$ cat src/rtl/lnk_seq_pkg.sv
package lnk_seq_pkg;

    localparam logic [3:0] SPD_GEN1 = 4'd1;
    localparam logic [3:0] SPD_GEN2 = 4'd2;

    typedef enum logic [3:0] {
        S_IDLE,
        S_ARM,
        S_TRAIN1,
        S_SC_REQ,
        S_SC_GAP,
        S_SC_CHK,
        S_TRAIN2,
        S_PHY_HOLD,
        S_DONE,
        S_FAIL
    } seq_st_e;

    typedef enum logic [1:0] {
        TS_LINK,
        TS_GAP,
        TS_HOLD
    } tmr_sel_e;

    function automatic int unsigned max3(int unsigned a, int unsigned b, int unsigned c);
        int unsigned m;
        m = (a > b) ? a : b;
        return (m > c) ? m : c;
    endfunction

endpackage

$ cat src/rtl/lnk_seq_timer.sv
module lnk_seq_timer #(
    parameter int W = 8
) (
    input  logic         clk,
    input  logic         rst,
    input  logic         load_i,
    input  logic [W-1:0] val_i,
    output logic         zero_o
);
    logic [W-1:0] cnt_q;

    always_ff @(posedge clk) begin
        if (rst) begin
            cnt_q <= '0;
        end else if (load_i) begin
            cnt_q <= val_i;
        end else if (cnt_q != '0) begin
            cnt_q <= cnt_q - W'(1);
        end
    end

    assign zero_o = (cnt_q == '0);
endmodule

$ cat src/rtl/lnk_seq_retry.sv
module lnk_seq_retry #(
    parameter int LIMIT = 200
) (
    input  logic clk,
    input  logic rst,
    input  logic clr_i,
    input  logic inc_i,
    output logic last_o
);
    localparam int PW = $clog2(LIMIT + 1);

    logic [PW-1:0] cnt_q;

    always_ff @(posedge clk) begin
        if (rst || clr_i) begin
            cnt_q <= '0;
        end else if (inc_i) begin
            cnt_q <= cnt_q + PW'(1);
        end
    end

    // this check is the final permitted one
    assign last_o = (cnt_q == PW'(LIMIT - 1));
endmodule

$ cat src/rtl/lnk_seq_ctrl.sv
module lnk_seq_ctrl
    import lnk_seq_pkg::*;
(
    input  logic       clk,
    input  logic       rst,
    input  logic       start_i,
    input  logic       link_ok_i,
    input  logic       sc_busy_i,
    input  logic       tmr_zero_i,
    input  logic       poll_last_i,
    output logic       tmr_load_o,
    output tmr_sel_e   tmr_sel_o,
    output logic       poll_clr_o,
    output logic       poll_inc_o,
    output logic [3:0] max_speed_o,
    output logic       ltssm_en_o,
    output logic       sc_set_o,
    output logic       ovr_o,
    output logic       done_o,
    output logic       fail_o
);
    seq_st_e    st_q, st_d;
    logic [3:0] spd_q, spd_d;
    logic       en_q, en_d;
    logic       ovr_q, ovr_d;

    always_comb begin
        st_d       = st_q;
        spd_d      = spd_q;
        en_d       = en_q;
        ovr_d      = ovr_q;
        tmr_load_o = 1'b0;
        tmr_sel_o  = TS_LINK;
        poll_clr_o = 1'b0;
        poll_inc_o = 1'b0;
        case (st_q)
            S_IDLE: begin
                if (start_i) begin
                    spd_d = SPD_GEN1;
                    st_d  = S_ARM;
                end
            end
            S_ARM: begin
                en_d       = 1'b1;
                tmr_load_o = 1'b1;
                tmr_sel_o  = TS_LINK;
                st_d       = S_TRAIN1;
            end
            S_TRAIN1: begin
                if (link_ok_i) begin
                    spd_d = SPD_GEN2;
                    st_d  = S_SC_REQ;
                end else if (tmr_zero_i) begin
                    ovr_d      = 1'b1;
                    tmr_load_o = 1'b1;
                    tmr_sel_o  = TS_HOLD;
                    st_d       = S_PHY_HOLD;
                end
            end
            S_SC_REQ: begin
                tmr_load_o = 1'b1;
                tmr_sel_o  = TS_GAP;
                poll_clr_o = 1'b1;
                st_d       = S_SC_GAP;
            end
            S_SC_GAP: begin
                if (tmr_zero_i) begin
                    st_d = S_SC_CHK;
                end
            end
            S_SC_CHK: begin
                poll_inc_o = 1'b1;
                if (!sc_busy_i) begin
                    tmr_load_o = 1'b1;
                    tmr_sel_o  = TS_LINK;
                    st_d       = S_TRAIN2;
                end else if (poll_last_i) begin
                    ovr_d      = 1'b1;
                    tmr_load_o = 1'b1;
                    tmr_sel_o  = TS_HOLD;
                    st_d       = S_PHY_HOLD;
                end else begin
                    tmr_load_o = 1'b1;
                    tmr_sel_o  = TS_GAP;
                    st_d       = S_SC_GAP;
                end
            end
            S_TRAIN2: begin
                if (link_ok_i) begin
                    st_d = S_DONE;
                end else if (tmr_zero_i) begin
                    ovr_d      = 1'b1;
                    tmr_load_o = 1'b1;
                    tmr_sel_o  = TS_HOLD;
                    st_d       = S_PHY_HOLD;
                end
            end
            S_PHY_HOLD: begin
                if (tmr_zero_i) begin
                    ovr_d = 1'b0;
                    st_d  = S_FAIL;
                end
            end
            S_DONE:  st_d = S_IDLE;
            S_FAIL:  st_d = S_IDLE;
            default: st_d = S_IDLE;
        endcase
    end

    always_ff @(posedge clk) begin
        if (rst) begin
            st_q  <= S_IDLE;
            spd_q <= SPD_GEN1;
            en_q  <= 1'b0;
            ovr_q <= 1'b0;
        end else begin
            st_q  <= st_d;
            spd_q <= spd_d;
            en_q  <= en_d;
            ovr_q <= ovr_d;
        end
    end

    assign max_speed_o = spd_q;
    assign ltssm_en_o  = en_q;
    assign ovr_o       = ovr_q;
    assign sc_set_o    = (st_q == S_SC_REQ);
    assign done_o      = (st_q == S_DONE);
    assign fail_o      = (st_q == S_FAIL);
endmodule

$ cat src/rtl/lnk_speed_seq.sv
module lnk_speed_seq
    import lnk_seq_pkg::*;
#(
    parameter int LINK_WAIT_CYC = 20000,
    parameter int POLL_GAP_CYC  = 20000,
    parameter int POLL_MAX      = 200,
    parameter int PHY_HOLD_CYC  = 500000
) (
    input  logic       clk,
    input  logic       rst,
    input  logic       start_i,
    input  logic       link_up_i,
    input  logic       in_training_i,
    input  logic       spd_chg_busy_i,
    output logic [3:0] max_speed_o,
    output logic       ltssm_en_o,
    output logic       spd_chg_set_o,
    output logic       phy_rx_data_ovr_o,
    output logic       phy_rx_pll_ovr_o,
    output logic       done_o,
    output logic       fail_o
);
    localparam int TW = $clog2(max3(LINK_WAIT_CYC, POLL_GAP_CYC, PHY_HOLD_CYC) + 1);

    logic          link_ok;
    logic          tmr_load, tmr_zero;
    tmr_sel_e      tmr_sel;
    logic [TW-1:0] tmr_val;
    logic          poll_clr, poll_inc, poll_last;
    logic          ovr;

    assign link_ok = link_up_i & ~in_training_i;

    always_comb begin
        case (tmr_sel)
            TS_GAP:  tmr_val = TW'(POLL_GAP_CYC);
            TS_HOLD: tmr_val = TW'(PHY_HOLD_CYC);
            default: tmr_val = TW'(LINK_WAIT_CYC);
        endcase
    end

    lnk_seq_timer #(.W(TW)) u_timer (
        .clk    (clk),
        .rst    (rst),
        .load_i (tmr_load),
        .val_i  (tmr_val),
        .zero_o (tmr_zero)
    );

    lnk_seq_retry #(.LIMIT(POLL_MAX)) u_retry (
        .clk    (clk),
        .rst    (rst),
        .clr_i  (poll_clr),
        .inc_i  (poll_inc),
        .last_o (poll_last)
    );

    lnk_seq_ctrl u_ctrl (
        .clk         (clk),
        .rst         (rst),
        .start_i     (start_i),
        .link_ok_i   (link_ok),
        .sc_busy_i   (spd_chg_busy_i),
        .tmr_zero_i  (tmr_zero),
        .poll_last_i (poll_last),
        .tmr_load_o  (tmr_load),
        .tmr_sel_o   (tmr_sel),
        .poll_clr_o  (poll_clr),
        .poll_inc_o  (poll_inc),
        .max_speed_o (max_speed_o),
        .ltssm_en_o  (ltssm_en_o),
        .sc_set_o    (spd_chg_set_o),
        .ovr_o       (ovr),
        .done_o      (done_o),
        .fail_o      (fail_o)
    );

    assign phy_rx_data_ovr_o = ovr;
    assign phy_rx_pll_ovr_o  = ovr;
endmodule

$ cat config.mk
export PLATFORM = sky130hd
export DESIGN_NAME = lnk_speed_seq
export DESIGN_NICKNAME = d
export VERILOG_FILES = /design/src/rtl/lnk_seq_pkg.sv /design/src/rtl/lnk_seq_timer.sv /design/src/rtl/lnk_seq_retry.sv /design/src/rtl/lnk_seq_ctrl.sv /design/src/rtl/lnk_speed_seq.sv
export SDC_FILE = /design/constraint.sdc
export NUM_CORES = 1
export LEC_CHECK = 0
export ABC_CLOCK_PERIOD_IN_PS = 7950
export BUFFER_PORTS_ARGS = -buffer_cell sky130_fd_sc_hd__buf_2
export CAP_MARGIN = 20
export CORE_UTILIZATION = 44
export DETAILED_ROUTE_END_ITERATION = 16
export GPL_TIMING_DRIVEN = 0
export PLACE_DENSITY = 0.68
export SYNTH_ARGS = -nofsm -noshare
export SYNTH_HDL_FRONTEND = slang
export SYNTH_HIERARCHICAL = 1
export SYNTH_SLANG_ARGS = --single-unit
$ cat constraint.sdc
create_clock -name clk -period 7.95 [get_ports clk]
set_clock_uncertainty 0.15 [all_clocks]
set_input_delay 0.795 -clock clk [delete_from_list [all_inputs] [get_ports clk]]
set_output_delay 0.795 -clock clk [all_outputs]
set_load 0.05 [all_outputs]
# Word-level counts from Yosys, hierarchy flattened
# Cells that the tools add are included.
word_totals:
  regBits: 37
  latch_bits: 0
  ram_bits: 0
  mem_bits_ro: 0
  inputBits: 6
  output_inout_bits: 10
  mem_count: 0
op_classes:
  addsub: 2
  n_mul: 0
  div_mod_pow: 0
  magnitude_cmp: 0
  n_eq_ne: 19
  shifts: 0
  mux: 30
  bitwise: 2
  n_reduce_logical: 12
ops:
  columns: ["op", "count"]
  rows:
  - ["two-way mux 19 bit", 3]
  - ["two-way mux 4 bit", 8]
  - ["case mux 4 bit (8 select lines)", 1]
  - ["zero test 19 bit", 1]
  - ["nonzero test 19 bit", 1]
  - ["subtractor 19 x 1 -> 19 bit (second input constant)", 1]
  - ["equality test 4 x 3 -> 1 bit (second input constant)", 4]
  - ["inequality test 2 bit (second input constant)", 7]
  - ["two-way mux 2 bit", 5]
  - ["two-way mux 1 bit", 9]
  - ["adder 8 x 1 -> 8 bit (second input constant)", 1]
  - ["equality test 4 x 2 -> 1 bit (second input constant)", 2]
  - ["equality test 4 bit (second input constant)", 2]
  - ["equality test 8 bit (second input constant)", 1]
  - ["case mux 4 bit (2 select lines)", 1]
  - ["case mux 2 bit (3 select lines)", 1]
  - ["AND reduction 3 bit", 2]
  - ["AND reduction 6 bit", 1]
  - ["equality test 4 x 1 -> 1 bit (second input constant)", 1]
  - ["zero test 4 bit", 1]
  - ["nonzero test 2 bit", 2]
  - ["case mux 1 bit (3 select lines)", 1]
  - ["nonzero test 3 bit", 1]
  - ["OR reduction 3 bit", 1]
  - ["7 further kinds", 7]

# Depth between registers and ports, before layout
depth:
  ltp_word: 7
  depth_mapped: 13
  mapped_depth_nobuf: 11

# Modules after synthesis
# Netlist, hierarchy kept.
by_module_without_submodules:
  columns: ["module", "instances", "cells_per_inst", "area_each_um2", "seq_area_each_um2"]
  rows:
  - ["lnk_seq_timer", 1, 138, 1104.8, 380.4]
  - ["lnk_seq_ctrl", 1, 82, 606.8, 160.2]
  - ["lnk_seq_retry", 1, 42, 381.6, 160.2]
  - ["lnk_speed_seq", 1, 6, 33.8, 0.0]

# Worst setup path after synthesis
# Ideal clock, no wire load.
synth_path:
  kind: "register to register"
  startpoint: "reg u_timer.cnt_q[0]"
  endpoint: "reg u_timer.cnt_q[15]"
  setup_time_ps: 92
  t_arrival_ps: 2879
  setup_slack_ps: 4829
  path_stages_with_launch: 14
  n_path_buf: 2
  period_less_slack_ps: 3121
  path_cell_list: "dfxtp_1 inv_1 ha_1 nor4b_2 nand4_1 clkbuf_1 nor2_1 nand4bb_1 a21oi_1 nor2b_1 buf_1 nand2_1 and4_1 nor4_1"
synth_lines:
  columns: ["item", "line", "text"]
  rows:
  - ["start, declared", "lnk_seq_timer.sv:10", "logic [W-1:0] cnt_q;"]
  - ["start signal, assigned", "lnk_seq_timer.sv:16", "cnt_q <= val_i;"]
  - ["start signal, assigned", "lnk_seq_timer.sv:18", "cnt_q <= cnt_q - W'(1);"]
  - ["zero test 19 bit (*)", "lnk_seq_timer.sv:22", "assign zero_o = (cnt_q == '0);"]
  - ["named net tmr_zero", "lnk_speed_seq.sv:26", "logic tmr_load, tmr_zero;"]
  - ["two-way mux 1 bit (*)", "lnk_seq_ctrl.sv:53, lnk_seq_ctrl.sv:91", null]
  - ["two-way mux 1 bit (*)", "lnk_seq_ctrl.sv:50", "if (link_ok_i) begin"]
  - ["case mux 1 bit (2 select lines) (*)", "lnk_seq_ctrl.sv:36", "case (st_q)"]
  - ["named net tmr_load", "lnk_speed_seq.sv:26", null]
  - ["two-way mux 19 bit or nonzero test 2 bit (tied branches)", null, null]
# The timed path passes the listed nets; every way through them passes the cells marked *. The select of a mux whose other input is x is not followed.
# A chain may end at the register's enable or synchronous reset.

# Worst setup path after layout
# Same ends and word-level chain as after synthesis.

==> results.txt <==
Syn Area/Cell - 7.94 sq um
Worst path depth - 13
DR WL/cell - 13.6 um
Hold_sp - u_ctrl/max_speed_o[1]$_SDFFE_PP0P_
Pwr dens - 326 mW/mm^2
Non-filler cells, final - 349
Outcome - finished, final reports clean
Reg-to-Reg End - u_timer/cnt_q[15]$_SDFFE_PP0P_
CTS Hold Bufs - 0
HPWL Detailed - 3.37 mm
Total GRT Usage - 20.1%
Main flop type after synthesis - dfxtp_1
Initial antenna violation count - 0
TritonCTS buffer count - 5
Final hold vios - 0
Core area - 0.00450 sq mm
Drt pass-1 iters - 4
H-tree depth - 2
Worst setup SP type - flop
Flops & latches, synth - 35
Post-synth cell types - 56
Crit. Startpoint - u_timer/cnt_q[0]$_SDFFE_PP0P_
Slowest-stage cell, CP - nor2_1
Maxcap violations - 0
Ant. Diodes - 0
Crit share post-route - 50.6%
Crit-path cells - inv_1, ha_1, nor4b_2, nand4_1, clkbuf_1, nor2_1, nand4bb_1, a21oi_1, nor2b_1, buf_1, nand2_1, and4_1, nor4_1
R2R setup slack - 3920 ps
DRC - 0
Sequential share of power - 35.1%
Fin Setup TNS - 0 ps
Setup Buffers After CTS - 0
Via density - 5.74
CP endpoint kind - flop
GRT met1 Usage - 27.4%
Post-Place Cells - 341
Skew-Pair Late Insertion Delay - 290 ps
WHS Path Cells - 2
Placer Congestion - 0.837
NumNets Final - 305
Post-synth design cell area - 0.00213 sq mm
Internal cell power - 455 uW
Reg2reg path depth - 13
Worst slew pin tran - 640 ps
FF-to-FF Start - u_timer/cnt_q[0]$_SDFFE_PP0P_
Most frequent cells in the layout - dfxtp_1 (35), nand2_1 (29), nor2_1 (28), buf_2 (15), a21oi_1 (14)
Commonest non-fill, non-tap cell in the layout - dfxtp_1
Final setup viols - 0
Initial Util - 47.2%
CP bufs+invs - 3
Period minus WS final - 4030 ps
Critical Path End - u_timer/cnt_q[15]$_SDFFE_PP0P_
Post-route ant nets - 0
Crit-path max FO - 10
Initial DRC count - 173
Slowest stage delay, CP - 570 ps
Global route overflow - 0
Root Driver - clkbuf_8
Die area - 0.00512 sq mm
VDD IR-drop max - 0.115 mV
Switching power - 328 uW
Layout Area Growth over Synthesis - 12.8%
RSZ-0062 raised after global routing - false
CTS clk-pin slew, worst paths - 80 ps
Crit path max-delay family - simple AND/OR/NAND/NOR gates
Met3 GRT Util - 4.22%
Most Crowded Layer GR - met2
Number of synthesized flops with an enable pin - 0
Fmax - 248 MHz
Share of post-route cells with drive strength above 1 - 13.5%
Vias in the first global route - 1,806
WP data required - 7990 ps
Met2 Track Usage GR - 32.3%
Worst hold path type - reg -> reg
Dominant cell type by area after synthesis - dfxtp_1
Yosys top cell area share - 32.9%
Global-route wire length before repair - 8.22 mm
Pleak - 0.000898 uW
Bufs on Longest Clock Path - 2
Sequential share of the synthesized area - 32.9%
Synth top area cells - dfxtp_1 (33%), nand2_1 (5.1%), nor2_1 (4.9%)
Combinational Power Share - 44.2%
Relative slew slack - 57.2%
Post-Syn Instances - 268
Post-Route Utilization - 53.3%
Crit path arrival time - 4070 ps
Synth async-reset ratio - 0%
Net switching fraction of the power - 41.9%
Area after DPL - 0.00229 sq mm
Power share of the clock group - 20.7%
Vias - 2,005
Pins Over Slew Limit - 0
Hold WS - 328 ps
Largest net degree at the start of global routing - 13
CTS resizes - 0
TritonCTS clock tree - built
CTS Sinks - 35
YS warnings - 6
IO Pins - 16
Critical Setup Path Class - reg -> reg
Chip Width - 71.5 um
# rows - 24
Design area - 0.00240 sq mm
IO Port Bufs - 13
Routed wire length - 4.74 mm
Die Y - 71.5 um
## registers in the layout (all words and copies together), names as in the netlist
signal              flops
u_ctrl/st_q             4
u_ctrl/max_speed_o      2
u_ctrl/ltssm_en_o       1
u_ctrl/ovr_o            1
u_retry/cnt_q           8
u_timer/cnt_q          19
## Yosys cell counts (2+ instances only)
library cell,n
inv_1,7
clkbuf_1,6
buf_4,6
nor2b_1,6
or2_2,2
nand3_1,2
xnor2_1,7
o31a_1,3
mux2i_1,3
xor2_1,6
ha_1,3
a2111oi_0,3
o21bai_1,2
or4_1,7
nand2_1,29
conb_1,3
o21ai_1,4
o21ai_0,11
a311oi_1,2
dfxtp_1,35
a22oi_1,2
o31ai_1,3
nor2_1,28
or3_1,8
buf_2,2
a31oi_1,4
nand4_1,5
o221ai_1,2
a21oi_1,14
nor4_1,7
nor4b_2,2
o21a_1,2
nand2b_1,9
and4b_1,2
buf_1,2
nor3_1,8
o211ai_1,2
## logic make-up (layout without fill, tap and decap cells)
family	Yosys count	after routing	share of synthesized area [%]
AOI/OAI and AO/OA	61	61	19.3
xor gates and xnor gates	13	13	5.35
adders and majority gates	3	3	1.76
buffers and inverters	24	45	5.76
DFF	35	35	32.9
muxes	3	3	1.41
other	3	11	0.529
and+or+nand+nor	126	126	32.9
## metrics by stage
| stage | setup WS, ps | power, uW |
|---|---|---|
| global placement | 3980 | 614 |
| CTS | 3970 | 782 |
| finish | 3920 | 783 |
| floorplan | 4830 | 539 |
| global route | 3470 | 843 |
| detailed placement | 4010 | 617 |
## worst reg2reg max path, stage by stage (launching register included)
cell and delay, ps:
dfxtp_1 360, inv_1 70, ha_1 220, nor4b_2 370
nand4_1 150, clkbuf_1 280, nor2_1 580, nand4bb_1 300
a21oi_1 320, nor2b_1 170, buf_1 380, nand2_1 120
and4_1 230, nor4_1 230
## how the worst min path moves through the flow
stage	to	slack (ps)
after global routing	u_ctrl/max_speed_o[1]$_SDFFE_PP0P_	340
after global placement	u_ctrl/ltssm_en_o$_SDFFE_PP0P_	310
final	u_ctrl/max_speed_o[1]$_SDFFE_PP0P_	330
after floorplan	u_timer/cnt_q[17]$_SDFFE_PP0P_	300
after CTS	u_ctrl/max_speed_o[1]$_SDFFE_PP0P_	330
after detailed placement	u_ctrl/ltssm_en_o$_SDFFE_PP0P_	310
## cell type report
cell class	instances	area (sq um)
well taps	52	65.1
inverters	7	26.3
clock inverters	3	43.8
fillers	443	2100
clock buffers	5	68.8
plain buffers	17	96.3
multi-input cells	217	1330
flip-flops and latches	35	701
repair buffers	13	65.1
## power groups by stage
stage / sequential [uW] / clock (uW) / combinational [uW]
5_1_grt: 282 / 173 / 388
3_3_place_gp: 276 / 0 / 337
3_5_place_dp: 277 / 0 / 340
2_1_floorplan: 268 / 0 / 271
6_report: 275 / 162 / 346
4_1_cts: 273 / 167 / 342
## metal layers
layer / vias to the layer above / share of wire [%]
li1: 1018 / -
met1: 950 / 51
met2: 32 / 45
met3: 5 / 2.8
met4: 0 / 0.86
met5: - / 0
Note: power is estimated with default switching activity, not from simulation.
